$ cat config.mk
export PLATFORM = sky130hd
export DESIGN_NAME = asf_flag_unit
export DESIGN_NICKNAME = d
export VERILOG_FILES = /design/src/rtl/asf_pkg.sv /design/src/rtl/asf_lane.sv /design/src/rtl/asf_size_sel.sv /design/src/rtl/asf_ccr.sv /design/src/rtl/asf_flag_unit.sv
export SDC_FILE = /design/constraint.sdc
export NUM_CORES = 1
export LEC_CHECK = 0
export BUFFER_PORTS_ARGS = -buffer_cell sky130_fd_sc_hd__buf_2
export CAP_MARGIN = 5
export CORE_ASPECT_RATIO = 1.5
export CORE_MARGIN = 4
export CORE_UTILIZATION = 44
export CTS_CLUSTER_DIAMETER = 200
export CTS_CLUSTER_SIZE = 10
export DETAILED_ROUTE_END_ITERATION = 10
export GPL_ROUTABILITY_DRIVEN = 0
export PLACE_DENSITY = 0.65
export REMOVE_ABC_BUFFERS = 1
export SLEW_MARGIN = 25
export SYNTH_ARGS = -nofsm -noshare
export SYNTH_HDL_FRONTEND = slang
export SYNTH_SLANG_ARGS = --single-unit
$ cat constraint.sdc
create_clock -name clk -period 4.41 [get_ports clk]
set_input_delay 0 -clock clk [delete_from_list [all_inputs] [get_ports clk]]
set_output_delay 0 -clock clk [all_outputs]
set_load 0.05 [all_outputs]
$ cat src/rtl/asf_pkg.sv
package asf_pkg;

  typedef enum logic [1:0] {
    OP_ADD  = 2'd0,
    OP_SUB  = 2'd1,
    OP_ADDX = 2'd2,
    OP_SUBX = 2'd3
  } asf_op_e;

  typedef struct packed {
    logic n;
    logic z;
    logic v;
    logic c;
  } asf_lane_t;

  typedef struct packed {
    logic x;
    logic n;
    logic z;
    logic v;
    logic c;
  } asf_cc_t;

  localparam int unsigned ASF_LANES = 3;

  // size code -> lane index: 0 byte, 1 word, 2 and 3 long
  function automatic logic [1:0] size_to_lane(input logic [1:0] code);
    return (code[1]) ? 2'd2 : code;
  endfunction

endpackage

$ cat src/rtl/asf_lane.sv
module asf_lane
  import asf_pkg::*;
#(
  parameter int unsigned LW = 8
) (
  input  logic [LW-1:0] a,
  input  logic [LW-1:0] b,
  input  logic          is_sub,
  input  logic          cin,
  output logic [LW-1:0] r,
  output asf_lane_t     fl
);
  localparam int unsigned MSB = LW - 1;

  logic [LW:0] wide;
  logic [LW:0] cin_w;

  assign cin_w = {{LW{1'b0}}, cin};

  always_comb begin
    if (is_sub) wide = {1'b0, a} - {1'b0, b} - cin_w;
    else        wide = {1'b0, a} + {1'b0, b} + cin_w;
  end

  assign r    = wide[LW-1:0];
  assign fl.n = wide[MSB];
  assign fl.z = ~|wide[LW-1:0];
  assign fl.c = wide[LW];
  assign fl.v = is_sub ? ((a[MSB] ^ b[MSB]) & (wide[MSB] ^ a[MSB]))
                       : (~(a[MSB] ^ b[MSB]) & (wide[MSB] ^ a[MSB]));
endmodule

$ cat src/rtl/asf_size_sel.sv
module asf_size_sel
  import asf_pkg::*;
#(
  parameter int unsigned BYTE_W = 8,
  localparam int unsigned LONG_W = 4 * BYTE_W
) (
  input  logic [1:0]                             size_sel,
  input  logic [LONG_W-1:0]                      pass_hi,
  input  logic [ASF_LANES-1:0][LONG_W-1:0]       lane_r,
  input  asf_lane_t [ASF_LANES-1:0]              lane_fl,
  output logic [LONG_W-1:0]                      merged_r,
  output asf_lane_t                              sel_fl
);
  logic [1:0]                       idx;
  logic [ASF_LANES-1:0][LONG_W-1:0] merged;

  assign idx = size_to_lane(size_sel);

  for (genvar i = 0; i < ASF_LANES; i++) begin : g_merge
    localparam int unsigned LW = BYTE_W << i;
    if (LW < LONG_W) begin : g_part
      assign merged[i] = {pass_hi[LONG_W-1:LW], lane_r[i][LW-1:0]};
    end else begin : g_full
      assign merged[i] = lane_r[i];
    end
  end

  assign merged_r = merged[idx];
  assign sel_fl   = lane_fl[idx];
endmodule

$ cat src/rtl/asf_ccr.sv
module asf_ccr
  import asf_pkg::*;
#(
  parameter int unsigned LONG_W = 32
) (
  input  logic              clk,
  input  logic              rst,
  input  logic              load,
  input  logic              is_ext,
  input  asf_lane_t         nxt_fl,
  input  logic [LONG_W-1:0] nxt_r,
  output asf_cc_t           cc_q,
  output logic [LONG_W-1:0] r_q
);
  always_ff @(posedge clk) begin
    if (rst) begin
      cc_q <= '0;
      r_q  <= '0;
    end else if (load) begin
      r_q    <= nxt_r;
      cc_q.x <= nxt_fl.c;
      cc_q.c <= nxt_fl.c;
      cc_q.n <= nxt_fl.n;
      cc_q.v <= nxt_fl.v;
      cc_q.z <= is_ext ? (nxt_fl.z & cc_q.z) : nxt_fl.z;
    end
  end
endmodule

$ cat src/rtl/asf_flag_unit.sv
module asf_flag_unit
  import asf_pkg::*;
#(
  parameter int unsigned BYTE_W = 8,
  localparam int unsigned LONG_W = 4 * BYTE_W
) (
  input  logic              clk,
  input  logic              rst,
  input  logic              in_valid,
  input  logic [1:0]        op_sel,
  input  logic [1:0]        size_sel,
  input  logic [LONG_W-1:0] op_a,
  input  logic [LONG_W-1:0] op_b,
  output logic [LONG_W-1:0] result,
  output logic [4:0]        cc_flags
);
  asf_op_e                          op;
  logic                             is_sub;
  logic                             is_ext;
  logic                             carry_in;
  asf_cc_t                          cc_q;
  logic [ASF_LANES-1:0][LONG_W-1:0] lane_r;
  asf_lane_t [ASF_LANES-1:0]        lane_fl;
  logic [LONG_W-1:0]                merged_r;
  asf_lane_t                        sel_fl;

  assign op       = asf_op_e'(op_sel);
  assign is_sub   = (op == OP_SUB) || (op == OP_SUBX);
  assign is_ext   = (op == OP_ADDX) || (op == OP_SUBX);
  assign carry_in = is_ext & cc_q.x;

  for (genvar i = 0; i < ASF_LANES; i++) begin : g_lane
    localparam int unsigned LW = BYTE_W << i;
    logic [LW-1:0] r_i;
    asf_lane #(.LW(LW)) u_lane (
      .a      (op_a[LW-1:0]),
      .b      (op_b[LW-1:0]),
      .is_sub (is_sub),
      .cin    (carry_in),
      .r      (r_i),
      .fl     (lane_fl[i])
    );
    if (LW < LONG_W) begin : g_pad
      assign lane_r[i] = {{(LONG_W-LW){1'b0}}, r_i};
    end else begin : g_nopad
      assign lane_r[i] = r_i;
    end
  end

  asf_size_sel #(.BYTE_W(BYTE_W)) u_sel (
    .size_sel (size_sel),
    .pass_hi  (op_a),
    .lane_r   (lane_r),
    .lane_fl  (lane_fl),
    .merged_r (merged_r),
    .sel_fl   (sel_fl)
  );

  asf_ccr #(.LONG_W(LONG_W)) u_ccr (
    .clk    (clk),
    .rst    (rst),
    .load   (in_valid),
    .is_ext (is_ext),
    .nxt_fl (sel_fl),
    .nxt_r  (merged_r),
    .cc_q   (cc_q),
    .r_q    (result)
  );

  assign cc_flags = cc_q;
endmodule

---- After elaboration in Yosys (flattened, before gate mapping) ----
Cells that the tools add are included.
cells by class
  muxes and demuxes ....................... 12
  eq/ne operators ......................... 3
  reduce and logical (&&, ||, !) cells .... 8
  add/sub/neg operators ................... 12
  bitwise gates (word level) .............. 17
  order comparisons ....................... 1
operator list
  kind                                            number
  32-bit binary-select mux with 2-bit select      1
  32-bit by 32-bit adder with 33-bit output       1
  33-bit by 1-bit adder with 33-bit output        1
  33-bit two-way mux                              1
  32-bit by 32-bit subtractor with 33-bit output  1
  33-bit by 1-bit subtractor with 33-bit output   1
  32-bit two-way mux                              1
  32-bit OR reduction                             1
  16-bit by 16-bit adder with 17-bit output       1
  17-bit by 1-bit adder with 17-bit output        1
  17-bit two-way mux                              1
  16-bit by 16-bit subtractor with 17-bit output  1
  17-bit by 1-bit subtractor with 17-bit output   1
  16-bit OR reduction                             1
  8-bit by 8-bit adder with 9-bit output          1
  9-bit by 1-bit adder with 9-bit output          1
  9-bit two-way mux                               1
  8-bit by 8-bit subtractor with 9-bit output     1
  9-bit by 1-bit subtractor with 9-bit output     1
  1-bit AND                                       8
  4-bit binary-select mux with 2-bit select       1
  8-bit OR reduction                              1
  1-bit bitwise XOR                               6
  2-bit == test (second input constant)           2
  8 further kinds                                 16
storage, ports and cells
  logic and storage cells ................. 58
  output and inout port bits .............. 37
  register bits after elaboration ......... 36

---- Longest topological paths before layout ----
Gate-level depths: netlist of run 1.
  word-level depth ........................ 12
  mapped depth ............................ 16
  gate-level depth less buffers ........... 16

---- Hierarchy ----
A second synthesis of run 1 with hierarchy kept.
second synthesis, totals
  cell total of the unflattened synthesis .. 1340
  area total of the unflattened synthesis .. 9924.5 µm²
modules (own cells, without submodules)
  module                       sequential area each (µm²)  area each (µm²)  times used  cells an instance
  asf_lane (g_lane[2].u_lane)  0.0                         4670.7           1           698
  asf_lane (g_lane[1].u_lane)  0.0                         2117.0           1           301
  asf_ccr                      720.7                       1330.0           1           119
  asf_lane (g_lane[0].u_lane)  0.0                         1038.5           1           134
  asf_size_sel                 0.0                         750.7            1           84
  asf_flag_unit                0.0                         17.5             1           4

---- Worst setup path before layout of run 1 ----
Ideal clock, no wire load.
  path type ............................... flip-flop to flip-flop
  start point ............................. reg, netlist name u_ccr.cc_q[4]
  end point ............................... reg, netlist name u_ccr.cc_q[2]
  buffers on the path ..................... 0
  setup time .............................. 84 ps
  data required time ...................... 4326 ps
  slack ................................... 731 ps
  data arrival time ....................... 3595 ps
  cell stages (with the launch flop) ...... 17
  clock period less this slack ............ 3679 ps
  cell sequence ........................... dfxtp_1 > nand2_1 > inv_1 > fa_1 > inv_1 > fa_1 > nor2_1 > o311ai_1 > a21oi_1 > a311oi_1 > o221ai_1 > xnor2_1 > o21ai_0 > nand4_1 > nor4_2 > nand4_1 > o31ai_2
between the ends
  longest elaborated chain between the ends .. 9
  elaborated cells between the ends (all ways) .. 20
  classes of those cells .................. add/sub: 6; mux: 6; bitwise: 2; reduce/logical: 6
RTL lines
  item                                                                    RTL line             RTL
  1-bit AND *                                                             asf_flag_unit.sv:30  assign carry_in = is_ext & cc_q.x;
  33-bit by 1-bit adder with 33-bit output, or another cell as far along  asf_lane.sv:22       else wide = {1'b0, a} + {1'b0, b} + cin_w;
  33-bit two-way mux, or another cell as far along                        asf_lane.sv:21       if (is_sub) wide = {1'b0, a} - {1'b0, b} - cin_w;
  32-bit OR reduction, or another cell as far along                       asf_lane.sv:27       assign fl.z = ~|wide[LW-1:0];
  1-bit logical NOT                                                       asf_lane.sv:27
  4-bit binary-select mux with 2-bit select *                             asf_size_sel.sv:29   assign sel_fl = lane_fl[idx];
  4-bit two-way mux (not written as such) *                               asf_size_sel.sv:29
  1-bit AND                                                               asf_ccr.sv:25        cc_q.z <= is_ext ? (nxt_fl.z & cc_q.z) : nxt_fl.z;
  1-bit two-way mux *                                                     asf_ccr.sv:25
Mark *: on every way between the ends. The rest lies on a longest branch, timed or not. The select of a mux whose other input is x is not followed.
A chain may end at the register's enable or synchronous reset.

---- Worst setup path in the final report of run 1 ----
  start point ............................. reg, netlist name u_ccr.cc_q[4]
  end point ............................... reg, netlist name u_ccr.cc_q[2]
between the ends
  longest elaborated chain between the ends .. 9
  elaborated cells between the ends (all ways) .. 20
  classes of those cells .................. add/sub: 6; mux: 6; bitwise: 2; reduce/logical: 6
RTL lines
  item                                                                    RTL line
  1-bit AND *                                                             asf_flag_unit.sv:30
  33-bit by 1-bit adder with 33-bit output, or another cell as far along  asf_lane.sv:22
  33-bit two-way mux, or another cell as far along                        asf_lane.sv:21
  32-bit OR reduction, or another cell as far along                       asf_lane.sv:27
  1-bit logical NOT                                                       asf_lane.sv:27
  4-bit binary-select mux with 2-bit select *                             asf_size_sel.sv:29
  4-bit two-way mux (not written as such) *                               asf_size_sel.sv:29
  1-bit AND                                                               asf_ccr.sv:25
  1-bit two-way mux *                                                     asf_ccr.sv:25
Marked as above.

==> results of run 1 <==
-- power by group through the flow --
stage               registers [uW]  clock network (uW)  logic, uW
floorplan                      504                   0        763
global placement               385                   0       1210
detailed placement             385                   0       1210
CTS                            379                 357       1220
global route                   382                 375       1350
finish                         378                 353       1230
-- per-stage QoR --
step | total power, uW | setup slack [ns] | util [%]
4_1_cts | 1960 | 0.491 | 51.0
6_report | 1960 | 0.453 | 51.0
3_3_place_gp | 1600 | 0.533 | 49.9
5_1_grt | 2100 | 0.0167 | 51.0
3_5_place_dp | 1600 | 0.509 | 49.9
2_1_floorplan | 1270 | 0.395 | -
-- area by class of cell --
cell class	count	area (um2)	area share (%)
repair buffers	111	566	8.19
clock buffers	8	146	2.12
well taps	162	203	2.94
diodes	1	2.50	0.0363
flip-flops and latches	36	721	10.4
inverters	101	379	5.49
multi-input cells	676	4890	70.8
-- flip-flops by register name (all words and copies together) (netlist names) --
signal	count
u_ccr.cc_q	4
u_ccr.r_q	32
-- cell usage in the layout, fill, tap and decap left out, types with 30 or more instances in the layout --
cell type	Yosys	routed
nor2_1	92	92
ha_1	93	93
buf_2	1	107
xnor2_1	51	51
dfxtp_1	36	36
a21oi_1	64	64
nand2_1	57	57
inv_1	97	97
mux2i_1	30	30
o21ai_0	30	30
-- worst max path at each step --
| stage | from | end | slack, ns | depth (start not counted) |
|---|---|---|---|---|
| after global placement | u_ccr.cc_q[4] | u_ccr.cc_q[2] | 0.53 | 17 |
| after global routing | u_ccr.cc_q[4] | u_ccr.cc_q[2] | 0.02 | 16 |
| after floorplan | u_ccr.cc_q[4] | u_ccr.cc_q[2] | 0.40 | 14 |
| after CTS | u_ccr.cc_q[4] | u_ccr.cc_q[2] | 0.49 | 14 |
| after detailed placement | u_ccr.cc_q[4] | u_ccr.cc_q[2] | 0.51 | 14 |
| final | u_ccr.cc_q[4] | u_ccr.cc_q[2] | 0.45 | 17 |
-- cell families after synthesis --
family / count (synthesis)
AND/OR/NAND/NOR: 255
AO/OA/AOI/OAI: 231
buffers and inverters: 129
adder cells (fa/ha/maj): 97
XOR/XNOR: 60
flip-flops: 36
multiplexers: 33
-- worst max-delay path: stages, from the launching register on --
cell and delay [ns]:
dfxtp_1 0.33, nand2_1 0.14, inv_1 0.07, fa_1 0.38, inv_1 0.08, fa_1 0.18
nor2_1 0.06, o311ai_1 0.25, buf_4 0.20, a21oi_1 0.17, a311oi_1 0.49, o221ai_1 0.19
xnor2_1 0.19, o21ai_0 0.28, nand4_1 0.24, nor4_2 0.26, nand4_1 0.15, o31ai_2 0.22
-- layer usage --
layer | global-route usage [%] | routed length, um | vias to the layer above
li1 | - | - | 3155
met1 | 26.3 | 7280 | 2894
met5 | 0 | 0 | -
met3 | 2.08 | 806 | 77
met2 | 46.6 | 10300 | 223
met4 | 13.3 | 1350 | 0
==> results.yml, run 1 <==
outcome:
  run_status: "finished clean"
pwr:
  combPwrFrac_pct: 62.7
  power_frac_clock_pct: 18.0
  leakagePower_uw: 0.00326
  p_per_area_mw_per_mm2: 284
  peakVddDrop_mv: 0.179
  switching_share_pct: 47.2
  p_int_uw: 1030
  seqPwrFrac_pct: 19.3
  p_sw_uw: 924
die:
  num_io_pins: 108
  dieArea_mm2: 0.0159
  initial_utilization_pct: 45.1
  fp-row-count: 52
  die_x_um: 104
  die_y_um: 152
  coreArea_mm2: 0.0135
synth:
  synthArstFlopShare_pct: 0
  syn_area_mm2: 0.00611
  synth_top_family_by_area: "compound AO/OA/AOI/OAI gates"
  ys_ff_latch: 36
  synth_compound_gate_area_share_pct: 25.5
  synth_ff_type: "dfxtp_1"
  synth-seq-area-share_pct: 11.8
  yosys-top-cells-area: "ha_1 19%, dfxtp_1 12%, xnor2_1 7.3%"
  synth_enable_flop_cells: 0
  synth_area_leader_cell: "ha_1"
  synth_area_per_cell_um2: 7.26
  synth_xor_area_share_pct: 8.60
  synth_cell_types: 71
  netlist_top_cells_count: "97 x inv_1, 93 x ha_1, 92 x nor2_1"
  synthAdderAreaFrac_pct: 20.4
  yosysMostFrequentCell: "inv_1"
  synthCells: 841
  netlist.area_leader.share_pct: 19.1
  yosys.area_share.simple_pct: 20.1
  yosysWarnings: 0
  muxShareOfSynthArea_pct: 5.47
setup_path:
  reg2reg_slack_ns: 0.45
  cp.arrival_ns: 4.15
  r2r_end: "u_ccr.cc_q[2]"
  crit_type: "register to register"
  reg2reg_depth: 17
  endpoint_kind: "register"
  cp-start-kind: "register"
  r2r-start: "u_ccr.cc_q[4]"
  worstPathMaxFanout: 4
  cp.required_ns: 4.60
clocking:
  cts-buffers-inserted: 5
  htree_levels: 2
  post_cts_resized: 0
  path_clk_slew_ns: 0.06
  postCtsSetupRepairBufs: 0
  cts_tree: "built"
  clk_latency_ns: 0.27
  root_buffer: "clkbuf_16"
  cts.sinks: 36
  clock_path_buffers: 2
  holdBufCountCts: 0
global_routing:
  grt_pass1_vias: 6314
  grt_max_degree: 38
  grt_overflow: 0
  grt_first_pass_wirelength_mm: 32.0
  gr-usage-all-layers_pct: 24.5
  antenna_found_initial: 1
placement:
  dp_cells: 1086
  dp_hpwl_mm: 16.7
  portBuffers: 107
  placed_cell_area_mm2: 0.00675
sta:
  relSlewSlack_pct: 48.2
  fin_hold_ws_ns: 0.0314
  drv_slew: 0
  final.setup_skew_ns: 0.00249
  fin_crit_sh_pct: 89.7
  fin_tns_setup_ns: 0
  period_needed_ns: 3.96
  fmax_ghz: 0.253
  rsz0062_at_grt: "no"
  tightest_slew_ns: 0.771
  final_hold_viol_count: 0
  setup_viol: 0
min_path:
  min_path_type: "primary input to register"
  min_to: "u_ccr.r_q[9]"
  min_path_cells: 3
  worstHoldStart: "op_a[9]"
detailed_routing:
  drt_pass1_iterations: 5
  drtAntennaViolNets: 0
  drcViolationCount: 0
  routed_wirelength_mm: 19.7
  drtIter0Drc: 312
  vias_per_cell: 5.80
  vias: 6349
  wl_per_cell_um: 18.0
layout:
  n_fill_cell: 1422
  area_growth_syn_to_layout_pct: 13.0
  nets: 1099
  drive_above_1_share_pct: 14.6
  instances_no_fill: 1095
  final_cell_area_mm2: 0.00690
run:
  maxCapViolCount: 0
Note: power is estimated with default switching activity, not from simulation.
==> run 2: changes to the inputs <==
PLACE_DENSITY = 0.68   (was 0.65)
clock period = 3.6 ns   (was 4.41 ns; I/O delays follow)
==> run 2 against run 1 <==
Effect of this change:
- the run now ends with negative setup slack left
- critical endpoint unchanged
- routed wire length increased by 5.8%
- design area grew 9.9%
- global-route usage increased by 0.92 points
- worst setup slack got worse by 0.46 ns
- flip-flop and latch count stayed put
- worst hold slack got worse by 0.0023 ns
- cell count up 6.5%
- largest cell class unchanged
==> results.yml, run 2 (synthesis gave the netlist of run 1 again) <==
outcome:
  violations: "negative setup slack"
  run_status: "finished with violations"
run:
  maxCapViolCount: 0
layout:
  regMostFlops: "u_ccr.r_q"
  fin_util_pct: 56.0
  final_cell_mix: "107 x buf_2, 95 x inv_1, 93 x ha_1, 91 x nor2_1, 76 x buf_4"
  largestRegisters: "u_ccr.r_q x32, u_ccr.cc_q x4"
  antenna_cells: 0
  layout_commonest_cell: "buf_2"
  multi_input_area_mm2: 0.00501
  largest_reg_flops: 32
  nets: 1171
  register_area_um2: 722
  n_fill_cell: 1335
  final_cell_area_mm2: 0.00758
  drive_above_1_share_pct: 23.2
  area_growth_syn_to_layout_pct: 24.2
pwr:
  p_per_area_mw_per_mm2: 351
  peakVddDrop_mv: 0.213
  total_power_uw: 2660
  leakagePower_uw: 0.00364
detailed_routing:
  drt_pass1_iterations: 5
  drcViolationCount: 0
  wl_per_cell_um: 17.9
  vias: 6729
  routed_wirelength_mm: 20.9
  drtIter0Drc: 331
  vias_per_cell: 5.77
  drtAntennaViolNets: 0
setup_path:
  crit_type: "register to register"
  cpPeakStageDelay_ns: 0.39
  cp.required_ns: 3.79
  endpoint_kind: "register"
  cp-start-kind: "register"
  cp_top_family: "compound AO/OA/AOI/OAI gates"
  cp.arrival_ns: 3.80
  cp_slowest_cell: "a2111oi_4"
  path_buf_inv: 3
  path_cells: "nand2_4 -> inv_2 -> fa_2 -> inv_2 -> fa_2 -> nor2_4 -> o311ai_4 -> buf_4 -> a2111oi_4 -> o311ai_4 -> o211a_1 -> a211o_1 -> xnor2_1 -> mux2i_1 -> and2_1 -> nand4_1 -> o31ai_2"
  worstPathMaxFanout: 4
sta:
  final_hold_viol_count: 0
  fin_ws_ns: -0.00839
  fmax_ghz: 0.277
  fin_crit_sh_pct: 100
  period_needed_ns: 3.61
  fin_hold_ws_ns: 0.0291
  final.setup_skew_ns: 0.00432
  rsz0062_at_grt: "yes"
  relSlewSlack_pct: 46.8
  drv_slew: 0
  setup_viol: 1
  tightest_slew_ns: 0.791
global_routing:
  gr-usage-all-layers_pct: 25.4
  grt_pass1_vias: 6666
  antenna_found_initial: 0
  grt_first_pass_wirelength_mm: 32.7
  grt_overflow: 0
  grt_max_degree: 38
placement:
  dp_hpwl_mm: 17.6
  portBuffers: 107
  placed_cell_area_mm2: 0.00727
clocking:
  path_clk_slew_ns: 0.06
  cts.sinks: 36
  cts_tree: "built"
  cts-buffers-inserted: 5
  holdBufCountCts: 0
  clock_path_buffers: 2
  root_buffer: "clkbuf_16"
  htree_levels: 2
  clk_latency_ns: 0.28
die:
  dieArea_mm2: 0.0159
  die_y_um: 152
  die_x_um: 104
  fp-row-count: 52
  initial_utilization_pct: 45.1
  num_io_pins: 108
  coreArea_mm2: 0.0135
min_path:
  min_path_type: "primary input to register"
## run 2: cell types whose count changed in the layout (fill, tap and decap cells not counted), sizes merged
| cell | previous run | this run |
|---|---|---|
| bufinv | 0 | 1 |
| buf | 111 | 183 |
| clkbuf | 8 | 6 |
| clkinv | 0 | 1 |
| diode | 1 | 0 |
## run 2: worst paths after layout
path              depth (start not counted)            end  slack (ns)           from
setup / recovery                         17  u_ccr.cc_q[2]      -0.008  u_ccr.cc_q[4]
hold / removal                            3   u_ccr.r_q[9]        0.03        op_a[9]
setup reg to reg                         17  u_ccr.cc_q[2]      -0.008  u_ccr.cc_q[4]
hold reg to reg                           2  u_ccr.r_q[31]        0.46  u_ccr.r_q[31]
## run 2: power by group
part | internal, uW | total, uW | switching [uW]
registers | 441 | 463 | 21.5
clock network | 325 | 486 | 160
logic | 697 | 1710 | 1020
total | 1460 | 2660 | 1200
## run 2: through the flow
step	std cells	worst slack (ns)	setup TNS, ns
CTS	1165	0.0202	0
global placement	1155	-0.135	-0.332
finish	1166	-0.00839	-0.00839
floorplan	813	-0.415	-2.25
detailed placement	1155	-0.217	-0.631
global route	1166	-0.123	-0.288
## run 2: what timing repair did
| item | 4_1_cts | 5_1_grt |
|---|---|---|
| pin swaps | 6 | 17 |
| buffers inserted | 4 | 2 |
| endpoints found under the setup margin | 7 | 10 |
| resized for setup | 13 | 16 |
| gates cloned | 0 | 0 |
## run 2: metal layers
layer	wire length (um)	vias up	GRT usage, %
li1	-	3307	-
met2	11000	228	48.7
met5	0	-	0
met1	7530	3109	25.7
met4	1580	0	16.4
met3	800	85	2.59
## run 2: layout make-up
class / count / area share, %
Sequential cell: 36 / 9.52
Clock buffer: 6 / 1.70
Clock inverter: 2 / 0.462
Multi-Input combinational cell: 676 / 66.1
Timing Repair Buffer: 183 / 14.6
Inverter: 101 / 5.00
Tap cell: 162 / 2.67
## run 2: worst min-delay path, cell delays in order
cell      delay [ns]
buf_2           0.13
nand2_1         0.06
a311oi_1        0.07
